File: src/rtl/sixstep_pkg.sv
package sixstep_pkg;

  typedef enum logic [1:0] {
    DRV_OFF  = 2'b00,
    DRV_HIGH = 2'b01,
    DRV_LOW  = 2'b10
  } drv_t;

  typedef enum logic [1:0] {
    M_IDLE  = 2'd0,
    M_START = 2'd1,
    M_WAIT  = 2'd2,
    M_DELAY = 2'd3
  } mode_t;

  // phase sourcing current in a step (0=A, 1=B, 2=C)
  function automatic logic [1:0] src_phase(input logic [2:0] s);
    case (s)
      3'd1, 3'd2: return 2'd0;
      3'd3, 3'd4: return 2'd1;
      default:    return 2'd2;
    endcase
  endfunction

  // phase sinking current in a step
  function automatic logic [1:0] snk_phase(input logic [2:0] s);
    case (s)
      3'd1, 3'd6: return 2'd1;
      3'd2, 3'd3: return 2'd2;
      default:    return 2'd0;
    endcase
  endfunction

  function automatic logic [2:0] step_next(input logic [2:0] s, input logic rev);
    if (!rev) return (s == 3'd6) ? 3'd1 : s + 3'd1;
    else      return (s == 3'd1) ? 3'd6 : s - 3'd1;
  endfunction

  // rising crossing expected in odd steps going forward
  function automatic logic want_rise(input logic [2:0] s, input logic rev);
    return s[0] ^ rev;
  endfunction

endpackage

File: src/rtl/sixstep_zc.sv
module sixstep_zc (
  input  logic clk,
  input  logic rst_n,
  input  logic bemf_above,
  input  logic rise_exp,
  input  logic arm,
  input  logic blank_req,
  output logic zc_ev
);
  logic bemf_q;
  logic blank_q;

  always_ff @(posedge clk or negedge rst_n) begin
    if (!rst_n) begin
      bemf_q  <= 1'b0;
      blank_q <= 1'b1;
    end else begin
      bemf_q  <= bemf_above;
      blank_q <= blank_req;
    end
  end

  assign zc_ev = arm && !blank_q && (bemf_above != bemf_q) && (bemf_above == rise_exp);
endmodule

File: src/rtl/sixstep_timer.sv
module sixstep_timer #(
  parameter int CNT_W = 16
) (
  input  logic             clk,
  input  logic             rst_n,
  input  logic             restart,
  input  logic             load_dly,
  input  logic             run_dly,
  input  logic [CNT_W-1:0] limit,
  output logic             dly_done,
  output logic             stall_hit
);
  localparam logic [CNT_W-1:0] CNT_ONE = {{(CNT_W-1){1'b0}}, 1'b1};
  localparam logic [CNT_W-1:0] CNT_MAX = {CNT_W{1'b1}};

  logic [CNT_W-1:0] since_q;
  logic [CNT_W-1:0] dly_q;

  function automatic logic [CNT_W-1:0] half_span(input logic [CNT_W-1:0] n);
    return n >> 1;
  endfunction

  always_ff @(posedge clk or negedge rst_n) begin
    if (!rst_n) begin
      since_q <= '0;
      dly_q   <= '0;
    end else begin
      if (restart)                since_q <= CNT_ONE;
      else if (since_q != CNT_MAX) since_q <= since_q + CNT_ONE;

      if (load_dly)                      dly_q <= half_span(since_q);
      else if (run_dly && dly_q != '0)   dly_q <= dly_q - CNT_ONE;
    end
  end

  assign dly_done  = (dly_q == '0);
  assign stall_hit = (since_q >= limit);
endmodule

File: src/rtl/sixstep_drive.sv
module sixstep_drive
  import sixstep_pkg::*;
(
  input  logic [2:0] step,
  input  logic       active,
  input  logic       brk,
  output logic [1:0] drv_a,
  output logic [1:0] drv_b,
  output logic [1:0] drv_c,
  output logic [1:0] float_sel
);
  logic [1:0] hi_p;
  logic [1:0] lo_p;
  logic [1:0] code [3];

  assign hi_p = src_phase(step);
  assign lo_p = snk_phase(step);

  for (genvar p = 0; p < 3; p++) begin : g_phase
    always_comb begin
      if (brk)                      code[p] = DRV_LOW;
      else if (!active)             code[p] = DRV_OFF;
      else if (hi_p == 2'(p))       code[p] = DRV_HIGH;
      else if (lo_p == 2'(p))       code[p] = DRV_LOW;
      else                          code[p] = DRV_OFF;
    end
  end

  assign drv_a     = code[0];
  assign drv_b     = code[1];
  assign drv_c     = code[2];
  assign float_sel = 2'd3 - hi_p - lo_p;
endmodule

File: src/rtl/sixstep_seq.sv
module sixstep_seq
  import sixstep_pkg::*;
#(
  parameter int CNT_W = 16
) (
  input  logic             clk,
  input  logic             rst_n,
  input  logic             enable,
  input  logic             dir_rev,
  input  logic             brake_pin,
  input  logic             brake_cfg,
  input  logic             start_tick,
  input  logic             bemf_above,
  input  logic [CNT_W-1:0] stall_limit,
  output logic [1:0]       drv_a,
  output logic [1:0]       drv_b,
  output logic [1:0]       drv_c,
  output logic [1:0]       float_sel,
  output logic             zc_toggle,
  output logic             locked
);
  mode_t      mode_q, mode_n;
  logic [2:0] step_q, step_n;
  logic       tog_q, tog_n;
  logic       brk;
  logic       zc_ev;
  logic       stall_hit;
  logic       dly_done;
  logic       restart;
  logic       load_dly;
  logic       step_chg;
  logic       arm;

  assign brk = brake_pin | brake_cfg;
  assign arm = (mode_q == M_START) || (mode_q == M_WAIT);

  sixstep_zc u_zc (
    .clk       (clk),
    .rst_n     (rst_n),
    .bemf_above(bemf_above),
    .rise_exp  (want_rise(step_q, dir_rev)),
    .arm       (arm),
    .blank_req (step_chg),
    .zc_ev     (zc_ev)
  );

  sixstep_timer #(.CNT_W(CNT_W)) u_tmr (
    .clk      (clk),
    .rst_n    (rst_n),
    .restart  (restart),
    .load_dly (load_dly),
    .run_dly  (mode_q == M_DELAY),
    .limit    (stall_limit),
    .dly_done (dly_done),
    .stall_hit(stall_hit)
  );

  always_comb begin
    mode_n   = mode_q;
    step_n   = step_q;
    tog_n    = tog_q;
    restart  = 1'b0;
    load_dly = 1'b0;
    step_chg = 1'b0;
    if (brk || !enable) begin
      mode_n = M_IDLE;
      step_n = 3'd1;
    end else begin
      unique case (mode_q)
        M_IDLE: begin
          mode_n   = M_START;
          step_n   = 3'd1;
          restart  = 1'b1;
          step_chg = 1'b1;
        end
        M_START: begin
          if (zc_ev) begin
            tog_n    = ~tog_q;
            mode_n   = M_DELAY;
            load_dly = 1'b1;
            restart  = 1'b1;
          end else if (start_tick) begin
            step_n   = step_next(step_q, dir_rev);
            restart  = 1'b1;
            step_chg = 1'b1;
          end
        end
        M_WAIT: begin
          if (zc_ev) begin
            tog_n    = ~tog_q;
            mode_n   = M_DELAY;
            load_dly = 1'b1;
            restart  = 1'b1;
          end else if (stall_hit) begin
            mode_n   = M_START;
            step_n   = 3'd1;
            restart  = 1'b1;
            step_chg = 1'b1;
          end
        end
        M_DELAY: begin
          if (dly_done) begin
            step_n   = step_next(step_q, dir_rev);
            mode_n   = M_WAIT;
            step_chg = 1'b1;
          end
        end
        default: mode_n = M_IDLE;
      endcase
    end
  end

  always_ff @(posedge clk or negedge rst_n) begin
    if (!rst_n) begin
      mode_q <= M_IDLE;
      step_q <= 3'd1;
      tog_q  <= 1'b0;
    end else begin
      mode_q <= mode_n;
      step_q <= step_n;
      tog_q  <= tog_n;
    end
  end

  sixstep_drive u_drv (
    .step     (step_q),
    .active   (mode_q != M_IDLE),
    .brk      (brk),
    .drv_a    (drv_a),
    .drv_b    (drv_b),
    .drv_c    (drv_c),
    .float_sel(float_sel)
  );

  assign zc_toggle = tog_q;
  assign locked    = (mode_q == M_WAIT) || (mode_q == M_DELAY);
endmodule

File: config.mk
export PLATFORM = sky130hd
export DESIGN_NAME = sixstep_seq
export DESIGN_NICKNAME = d
export VERILOG_FILES = /design/src/rtl/sixstep_pkg.sv /design/src/rtl/sixstep_zc.sv /design/src/rtl/sixstep_timer.sv /design/src/rtl/sixstep_drive.sv /design/src/rtl/sixstep_seq.sv
export SDC_FILE = /design/constraint.sdc
export NUM_CORES = 1
export LEC_CHECK = 0
export ABC_AREA = 1
export BUFFER_PORTS_ARGS = -buffer_cell sky130_fd_sc_hd__buf_2
export CAP_MARGIN = 15
export CORE_MARGIN = 8
export CORE_UTILIZATION = 54
export CTS_BUF_LIST = sky130_fd_sc_hd__clkbuf_16
export CTS_CLUSTER_DIAMETER = 50
export DETAILED_ROUTE_END_ITERATION = 8
export PLACE_DENSITY = 0.73
export SLEW_MARGIN = 20
export SYNTH_ARGS = -nofsm -noshare
export SYNTH_HDL_FRONTEND = slang
export SYNTH_SLANG_ARGS = --single-unit
File: constraint.sdc
create_clock -name clk -period 1.9 [get_ports clk]
set_input_delay 0.38 -clock clk [delete_from_list [all_inputs] [get_ports clk]]
set_output_delay 0.38 -clock clk [all_outputs]
set_load 0.01 [all_outputs]
Word level (Yosys, flattened, before mapping):

Cells that the tools add are included.

* equal/unequal tests: 22
* multiplexer cells: 48
* bitwise operators: 4
* reductions and logical operators: 25
* $add $sub $neg: 6
* magnitude comparators: 1

Operators by type and width (count)
* $mux W16: 4
* $mux W2: 17
* $mux W3: 9
* $add A16 B1 Y16 const B: 1
* $ge A16 B16 Y1: 1
* $logic_not A16 Y1: 1
* $ne A16 B16 Y1 const B: 1
* $reduce_bool A16 Y1: 1
* $sub A16 B1 Y16 const B: 1
* $mux W1: 12
* $pmux W3 S4: 1
* $reduce_or A2 Y1: 5
* $ne A3 B3 Y1 const B: 3
* $eq A2 B2 Y1 const B: 4
* $pmux W2 S2: 2
* $pmux W2 S4: 1
* $eq A2 B1 Y1 const B: 3
* $eq A3 B2 Y1 const B: 2
* $eq A3 B3 Y1 const B: 2
* $logic_not A2 Y1: 3
* $ne A3 B2 Y1 const B: 2
* $reduce_and A3 Y1: 2
* $reduce_bool A2 Y1: 3
* $reduce_and A5 Y1: 1
* 17 further kinds: 24

* output and inout bits: 10
* bits of input ports: 24
* word-level logic and storage cells: 113
* register bits: 40

Depth between registers and ports, before layout:

Gate-level depths: netlist of the first run.

* depth after elaboration: 9
* depth in mapped cells: 17
* gate-level depth less buffers: 17

Hierarchy:

Synthesis of the first run repeated with hierarchy kept, for this count alone.

* cells, all modules: 522
* area total of the unflattened synthesis: 3520.9 um2

By module, submodules not included
* sixstep_timer: times used 1, seq. area each 800.8 um2, area an instance 2524.9 um2, cells an instance 372
* sixstep_seq: times used 1, seq. area each 151.4 um2, area an instance 740.7 um2, cells an instance 104
* sixstep_drive: times used 1, seq. area each 0.0 um2, area an instance 162.7 um2, cells an instance 35
* sixstep_zc: times used 1, seq. area each 51.3 um2, area an instance 92.6 um2, cells an instance 11

Worst setup path after synthesis of the first run:

Ideal clock, no wire load.

* path type: register -> output
* from: register step_q[0]
* to: output port float_sel[1]
* required time: 1.520 ns
* slack: -0.061 ns
* cell stages (with the launch flop): 9
* buffers on the path: 0
* arrival: 1.581 ns
* path through: dfstp_2 inv_1 ha_1 nand2_1 nand2_1 ha_1 xor2_1 xnor2_1 inv_1

* word-level cells in the longest chain between the ends: 5
* elaborated cells between the ends (all ways): 13
* those cells by class: add/sub (2); eq/ne (5); mux (2); reduce/logical (4)

Ends and longest elaborated chain
* from (decl): RTL line sixstep_seq.sv:23 `logic [2:0] step_q, step_n;`
* from (signal assigned): RTL line sixstep_seq.sv:120 `step_q <= step_n;`
* $eq A3 B3 Y1, or another cell as far along: RTL line sixstep_pkg.sv:18 `case (s)`
* $reduce_or A2 Y1: RTL line sixstep_pkg.sv:18
* $pmux W2 S2: RTL line sixstep_pkg.sv:18
* $sub A2 B2 Y2: RTL line sixstep_drive.sv:32 `assign float_sel = 2'd3 - hi_p - lo_p;`
* $sub A2 B2 Y2 *: RTL line sixstep_drive.sv:32
* to (decl): RTL line sixstep_seq.sv:18 `output logic [1:0] float_sel,`

Every way passes the cells marked *; elsewhere a longest branch is shown, timed or not.

Worst setup path after layout of the first run:

Ends and elaborated chain as after synthesis.

==> results.json, run 1 <==
{
  "fin_setup_tns_ps": -2020,
  "timing.critical_path.fanout_max": 3,
  "core_area_um2": 5890,
  "drt_pre_antenna_iters": 5,
  "pwr_density_cell_nw_per_um2": 613,
  "timing.critical_path.slowest_stage_cell": "dfstp_2",
  "final_common_cell": "nand2_1",
  "violated_checks": "negative setup slack",
  "final.setup.worst_slack_ps": -427,
  "power.static_leakage_nw": 2.21,
  "finalHoldViolations": 0,
  "clk_transition_reported_paths_ps": 60,
  "achievable-frequency_mhz": 430,
  "routabilityCongestion": 0.913,
  "routed_wire_length_per_instance_um": 16.1,
  "critical_path.endpoint_type": "primary output",
  "design.portCount": 34,
  "sum_of_buffers_and_inverters_on_the_critical_path": 3,
  "area_delta_synth_final_pct": 37.4,
  "chipWidth_um": 94.0,
  "chain_of_cells_forming_the_critical_path": "inv_4, ha_4, nand2_4, nand2_4, ha_4, xor2_2, xnor2_1, inv_1, buf_2",
  "nets": 578,
  "port_buffers": 33,
  "final-max-slew-violation-count": 0,
  "startpoint_type": "flip-flop",
  "final_design_area_no_fill_um2": 4510,
  "run_status": "complete, but fails checks",
  "root_buffer": "clkbuf_16",
  "synth-edff-count": 0,
  "timing.setup.critical_path_class": "reg2out",
  "grtUsageTotal_pct": 19.6,
  "cts.sinks": 40,
  "area.sequential_um2": 1000,
  "grt_use_met2_pct": 32.8,
  "worst-slew-pin-transition_ps": 521,
  "layout.filler_cells": 398,
  "cts_made_buffers": 5,
  "syn_area_per_cell_um2": 7.51,
  "dominant_synthesized_flop_cell": "dfrtp_1",
  "insertion_delay_ps": 280,
  "initial_core_util_pct": 55.8,
  "irDropWorstVdd_mv": 0.713,
  "via_count": 3382,
  "worst_clock_skew_ps": 5.07,
  "fraction_of_the_yosys_area_taken_by_sequential_cells_pct": 30.6,
  "clk_path_buf_depth": 2,
  "cp_top_family": "flip-flops",
  "dpl_cell_area_um2": 3760,
  "detail_route.wirelength_um": 9690,
  "synth-async-reset-ratio_pct": 100,
  "ant_nets": 0,
  "count_of_endpoints_failing_setup_in_the_final_report": 33,
  "synthesis.yosys.warnings": 0,
  "pre_cts_ws_ps": -149,
  "dp_hpwl_um": 6150,
  "drive_gt1_share_pct": 38.2,
  "post_synth_instance_area_um2": 3280,
  "detailedRoute.firstIterationViolations": 268,
  "rsz_0062_raised_after_global_routing": "yes",
  "cts_tree": "done",
  "overflow": 0,
  "cts.htree.levels": 2,
  "worst_ep_arrival_time_ps": 1950,
  "antenna_found_initial": 0,
  "max_cap_violations": 0,
  "cp.required_ps": 1520,
  "netlist-cell-type-count": 40,
  "die_area_um2": 8830,
  "drc_violations_left": 0,
  "die_height_um": 94.0,
  "grt_first_pass_wirelength_um": 14100,
  "register_bit_total_from_synthesis": 40,
  "maximum_single_stage_delay_on_the_critical_path_ps": 600,
  "synth_fp_nets": 489,
  "busiest_layer": "met2",
  "slew_hr_pct": 65.3,
  "routed_via_density": 5.63,
  "final.min_clock_period_ps": 2330,
  "grt_max_degree": 41,
  "gr-usage-met1_pct": 24.9,
  "layout_common_cells": "71 x nand2_1, 63 x inv_1, 47 x buf_4",
  "use_met3_pct": 3.76,
  "synthesis.instances": 437,
  "final_critical_path_share_of_the_clock_period_pct": 122,
  "number_of_global_route_vias_before_repair": 3143,
  "multi_input_area_um2": 2310,
  "antenna_cells": 0,
  "placement_rows": 28,
  "worstHoldPathType": "in2async"
}
## Yosys cell counts (2+ instances only)
cell type | count | share of area, %
dfrtp_1 | 38 | 29
nand2_4 | 2 | 0.69
o21ai_1 | 2 | 0.31
o211ai_2 | 3 | 1.1
nand3_1 | 19 | 2.9
o21ai_0 | 14 | 2.1
nor2_1 | 46 | 5.3
nor2_4 | 2 | 0.69
buf_6 | 4 | 1.4
xor2_1 | 14 | 3.7
nand4_1 | 15 | 2.9
a21oi_2 | 19 | 5.1
o211ai_1 | 3 | 0.69
inv_2 | 2 | 0.23
xnor2_1 | 7 | 1.9
nor3_1 | 15 | 2.3
a21oi_1 | 18 | 2.7
nand2_2 | 3 | 0.57
buf_2 | 3 | 0.46
nand2_1 | 87 | 10
inv_1 | 68 | 7.8
dfstp_2 | 2 | 1.6
ha_1 | 28 | 11
nor4_1 | 2 | 0.38
nand3_2 | 4 | 1.2
o22ai_1 | 2 | 0.38
a31oi_1 | 2 | 0.38
## layout make-up
cell class	count	share of cell area, %
multi-input combinational	318	51.3
clock buffer	5	2.77
clock inverter	2	0.277
timing repair buffer	90	15.3
inverter	71	6.05
tap	75	2.08
sequential	40	22.2
## per-stage QoR
step / power [mW] / hold WS (ps) / utilization (%) / instances
6_report: 2.77 / 157 / 76.6 / 601
5_1_grt: 2.90 / 214 / 76.6 / 601
4_1_cts: 2.65 / 176 / 69.1 / 588
3_5_place_dp: 1.81 / 458 / 64.0 / 573
3_3_place_gp: 1.77 / 456 / 64.0 / 573
2_1_floorplan: 1.52 / 84.4 / - / 437
## flip-flops by register name, summed over array words and instances, names as in the netlist
| name | count |
|---|---|
| u_tmr.since_q | 16 |
| u_zc.blank_q | 1 |
| u_tmr.dly_q | 16 |
| zc_toggle | 1 |
| u_zc.bemf_q | 1 |
| mode_q | 2 |
| step_q | 3 |
## cells by family after synthesis
| group | count (synthesis) | share of synthesized area, % |
|---|---|---|
| DFF | 40 | 30.6 |
| adders and majority gates | 28 | 10.7 |
| and+or+nand+nor | 197 | 27.2 |
| muxes | 1 | 0.305 |
| AOI/OAI and AO/OA | 69 | 14.5 |
| xor gates and xnor gates | 22 | 6.10 |
| buffers and inverters | 80 | 10.7 |
## worst paths after layout
| path | cells after the start | end | startpoint | slack, ps |
|---|---|---|---|---|
| max in group asynchronous | 2 | u_zc.blank_q$_DFF_PN1_ | rst_n | 1370 |
| min reg2reg | 1 | zc_toggle$_DFFE_PN0P_ | zc_toggle$_DFFE_PN0P_ | 460 |
| min | 2 | u_tmr.since_q[12]$_DFFE_PN0P_ | rst_n | 160 |
| max | 9 | float_sel[1] | step_q[0]$_DFFE_PN1P_ | -430 |
| max reg2reg | 10 | u_tmr.dly_q[9]$_DFFE_PN0P_ | step_q[0]$_DFFE_PN1P_ | -100 |
| min in group clk | 1 | u_zc.bemf_q$_DFF_PN0_ | bemf_above | 220 |
## layer usage
metal,wire [um],vias up
met3,537,21
met5,0,-
met1,4040,1617
li1,-,1606
met4,218,0
met2,4890,138
## worst register-to-register path, stage by stage, from the launching register on
cell,delay [ps]
dfstp_2,600
buf_12,130
buf_8,110
xnor2_4,140
nand3_2,120
o21ai_4,120
nand3_4,180
inv_2,130
buf_4,130
nor3_1,50
a211oi_2,210
## power by group
group          internal, mW  switching, mW  leakage (nW)
combinational         0.370          0.509          1.65
sequential            0.960          0.100         0.493
clock                 0.477          0.350        0.0657
## what timing repair did
action / 4_1_cts / 5_1_grt
buffers inserted: 7 / 12
pin swaps: 7 / 17
hold buffers: 0 / 0
gates cloned: 1 / 2
endpoints found under the setup margin: 30 / 44
resized for setup: 23 / 70
endpoints found under the hold margin: 0 / 0
Power figures use the tool's default switching activity.
==> run 2, diff against run 1 <==
--- a/config.mk
+++ b/config.mk
@@ -9,12 +9,13 @@
 export BUFFER_PORTS_ARGS = -buffer_cell sky130_fd_sc_hd__buf_2
 export CAP_MARGIN = 15
 export CORE_MARGIN = 8
-export CORE_UTILIZATION = 54
+export CORE_UTILIZATION = 65
 export CTS_BUF_LIST = sky130_fd_sc_hd__clkbuf_16
 export CTS_CLUSTER_DIAMETER = 50
 export DETAILED_ROUTE_END_ITERATION = 8
-export PLACE_DENSITY = 0.73
+export PLACE_DENSITY = 0.82
 export SLEW_MARGIN = 20
 export SYNTH_ARGS = -nofsm -noshare
 export SYNTH_HDL_FRONTEND = slang
+export SYNTH_HIERARCHICAL = 1
 export SYNTH_SLANG_ARGS = --single-unit
==> constraint.sdc (replaced) <==
create_clock -name clk -period 2.95 [get_ports clk]
set_input_delay 0.59 -clock clk [delete_from_list [all_inputs] [get_ports clk]]
set_output_delay 0.59 -clock clk [all_outputs]
set_load 0.01 [all_outputs]
==> results.json, run 2 <==
{
  "reg.largest.list": "u_tmr/dly_q: 16 flops, u_tmr/since_q: 16 flops, step_q: 3 flops",
  "final-max-slew-violation-count": 0,
  "dp_hpwl_um": 6510,
  "area_delta_synth_final_pct": 11.7,
  "pre_cts_ws_ps": 146,
  "synth_top_area_share_pct": 27.0,
  "synth_fp_nets": 577,
  "irDropWorstVdd_mv": 0.332,
  "synth-async-reset-ratio_pct": 100,
  "switchingPower_mw": 0.461,
  "final.min_clock_period_ps": 2620,
  "cp.required_ps": 3110,
  "overflow": 0,
  "yosysTopAreaCell": "dfrtp_1",
  "core_area_um2": 5370,
  "grt_first_pass_wirelength_um": 14900,
  "cts.htree.levels": 2,
  "final_common_cell": "nand2_1",
  "p_sw_share_pct": 31.1,
  "critical_path.endpoint_type": "flip-flop",
  "hold_slack_ps": 445,
  "timing.setup.critical_path_class": "reg2reg",
  "insertion_delay_ps": 280,
  "post-synth-top-count-cell": "nand2_1",
  "cts.sinks": 40,
  "root_buffer": "clkbuf_16",
  "routabilityCongestion": 0.959,
  "dp.cells": 627,
  "cell_internal_power_dissipation_mw": 1.02,
  "layout.cells.non_filler": 635,
  "final_core_util_pct": 73.2,
  "power.clock.fraction_pct": 35.4,
  "achievable-frequency_mhz": 382,
  "routed_via_density": 5.47,
  "startpoint_type": "flip-flop",
  "placement_rows": 27,
  "power.static_leakage_nw": 2.15,
  "detail_route.wirelength_um": 8480,
  "chipWidth_um": 89.6,
  "synth_common_cells": "164 x nand2_1, 62 x inv_1, 48 x nor2_1, 45 x nand3_1, 38 x dfrtp_1",
  "antenna_found_initial": 0,
  "clk_transition_reported_paths_ps": 60,
  "finalHoldViolations": 0,
  "final_critical_path_share_of_the_clock_period_pct": 88.8,
  "layout_common_cells": "164 x nand2_1, 63 x inv_1, 48 x nor2_1",
  "via_count": 3471,
  "ant_nets": 0,
  "slew_hr_pct": 37.4,
  "pwr_density_cell_nw_per_um2": 376,
  "syn_area_per_cell_um2": 6.74,
  "dominant_synthesized_flop_cell": "dfrtp_1",
  "post_synth_instance_area_um2": 3520,
  "drt_pre_antenna_iters": 5,
  "fraction_of_the_yosys_area_taken_by_sequential_cells_pct": 28.5,
  "worst-slew-pin-transition_ps": 940,
  "fin_setup_tns_ps": 0,
  "port_buffers": 33,
  "count_of_endpoints_failing_setup_in_the_final_report": 0,
  "run_status": "finished clean",
  "antenna_cells": 0,
  "final.setup.worst_slack_ps": 330,
  "design.portCount": 34,
  "netlist-cell-type-count": 37,
  "detailedRoute.firstIterationViolations": 210,
  "cts_hold_buffers": 0,
  "timing.critical_path.fanout_max": 11,
  "number_of_global_route_vias_before_repair": 3351,
  "cts_made_buffers": 5,
  "synthesis.yosys.warnings": 6,
  "synthesis.instances": 522,
  "register_bit_total_from_synthesis": 40,
  "rsz_0062_raised_after_global_routing": "no",
  "pwr-share-comb_pct": 19.0,
  "drc_violations_left": 0,
  "cts_tree": "done",
  "grt_max_degree": 41,
  "clk_path_buf_depth": 2,
  "worst_ep_arrival_time_ps": 2780,
  "worstHoldPathType": "in2reg",
  "synth-edff-count": 0,
  "drive_gt1_share_pct": 16.7,
  "synthTopCellsByArea": "dfrtp_1 27%, nand2_1 17%, ha_1 11%",
  "die_height_um": 89.6,
  "routed_wire_length_per_instance_um": 13.4,
  "nets": 617,
  "grtUsageTotal_pct": 23.2,
  "postCtsResizedCells": 0,
  "sequentialPowerShare_pct": 45.7,
  "postCtsSetupBuffers": 0,
  "max_cap_violations": 0,
  "worst_clock_skew_ps": 6.39,
  "die_area_um2": 8030,
  "initial_core_util_pct": 65.5
}
run 2: changes by cell type after synthesis, moves of 6 or more:
| cell | previous run | this run |
|---|---|---|
| a21oi_2 | 19 | 0 |
| nor2_2 | 1 | 8 |
| o21ai_0 | 14 | 20 |
| nand2_1 | 87 | 164 |
| nor3_1 | 15 | 4 |
| o21ai_1 | 2 | 8 |
| nand3_1 | 19 | 45 |
| inv_2 | 2 | 9 |
| xor2_1 | 14 | 5 |
| inv_1 | 68 | 62 |
run 2: cell type report:
type,count,area [um^2]
multi-input cells,404,2210
fillers,446,1440
flip-flops and latches,40,1000
inverters,73,292
repair buffers,38,203
clock buffers,5,125
well taps,72,90.1
clock inverters,3,15.0
run 2: metal layers:
| layer | GRT usage, % | vias to the layer above | routed length, um | part of all wire, % |
|---|---|---|---|---|
| met5 | 0 | - | 0 | 0 |
| met4 | 6.34 | 0 | 138 | 1.6 |
| met3 | 3.37 | 18 | 388 | 4.6 |
| met2 | 38.6 | 102 | 4050 | 48 |
| met1 | 30.6 | 1588 | 3910 | 46 |
| li1 | - | 1763 | - | - |
run 2: metrics by stage:
| stage | power (mW) | instance area, um^2 |
|---|---|---|
| after floorplan | 0.861 | 3520 |
| after global placement | 0.950 | 3790 |
| after detailed placement | 0.965 | 3790 |
| after CTS | 1.49 | 3930 |
| after global routing | 1.56 | 3930 |
| final | 1.48 | 3930 |
run 2: final timing paths:
kind / depth (start not counted) / start / slack, ps / end
worst max-delay path: 17 / u_tmr/since_q[5]$_DFFE_PN0P_ / 330 / u_tmr/since_q[0]$_DFFE_PN0P_
worst min-delay path: 1 / bemf_above / 440 / u_zc/bemf_q$_DFF_PN0_
worst max register to register: 17 / u_tmr/since_q[5]$_DFFE_PN0P_ / 330 / u_tmr/since_q[0]$_DFFE_PN0P_
worst min register to register: 1 / zc_toggle$_DFFE_PN0P_ / 490 / zc_toggle$_DFFE_PN0P_
max in group asynchronous: 1 / rst_n / 1910 / u_tmr/since_q[15]$_DFFE_PN0P_
min in group asynchronous: 1 / rst_n / 450 / u_tmr/dly_q[7]$_DFFE_PN0P_
run 2: power groups by stage:
stage / Sequential [mW] / Clock (mW) / Combinational (mW)
after global routing: 0.684 / 0.551 / 0.328
after CTS: 0.674 / 0.529 / 0.283
after floorplan: 0.660 / 0 / 0.201
after global placement: 0.683 / 0 / 0.267
final: 0.676 / 0.524 / 0.281
after detailed placement: 0.684 / 0 / 0.281
run 2: worst max-delay path, stage by stage (launching register included):
cell	delay (ps)
dfrtp_1	460
ha_1	330
a21oi_1	150
nor2_1	50
nor3_1	130
nand2_1	90
nand2_1	60
nand3_1	110
nand2_1	100
o21ai_0	80
nand2_1	60
nand3_1	60
nand2_1	70
nor2_1	40
inv_1	70
nand4_1	370
o21ai_0	190
o21ai_1	80
run 2: cell families (layout without fill, tap and decap cells):
family,count (synthesis),in the layout,share of synthesized area (%)
AO/OA/AOI/OAI,54,54,8.56
XOR/XNOR,8,8,1.99
adder cells (fa/ha/maj),31,31,11.0
buffers and inverters,78,119,8.85
flip-flops,40,40,28.5
AND/OR/NAND/NOR,311,311,41.1
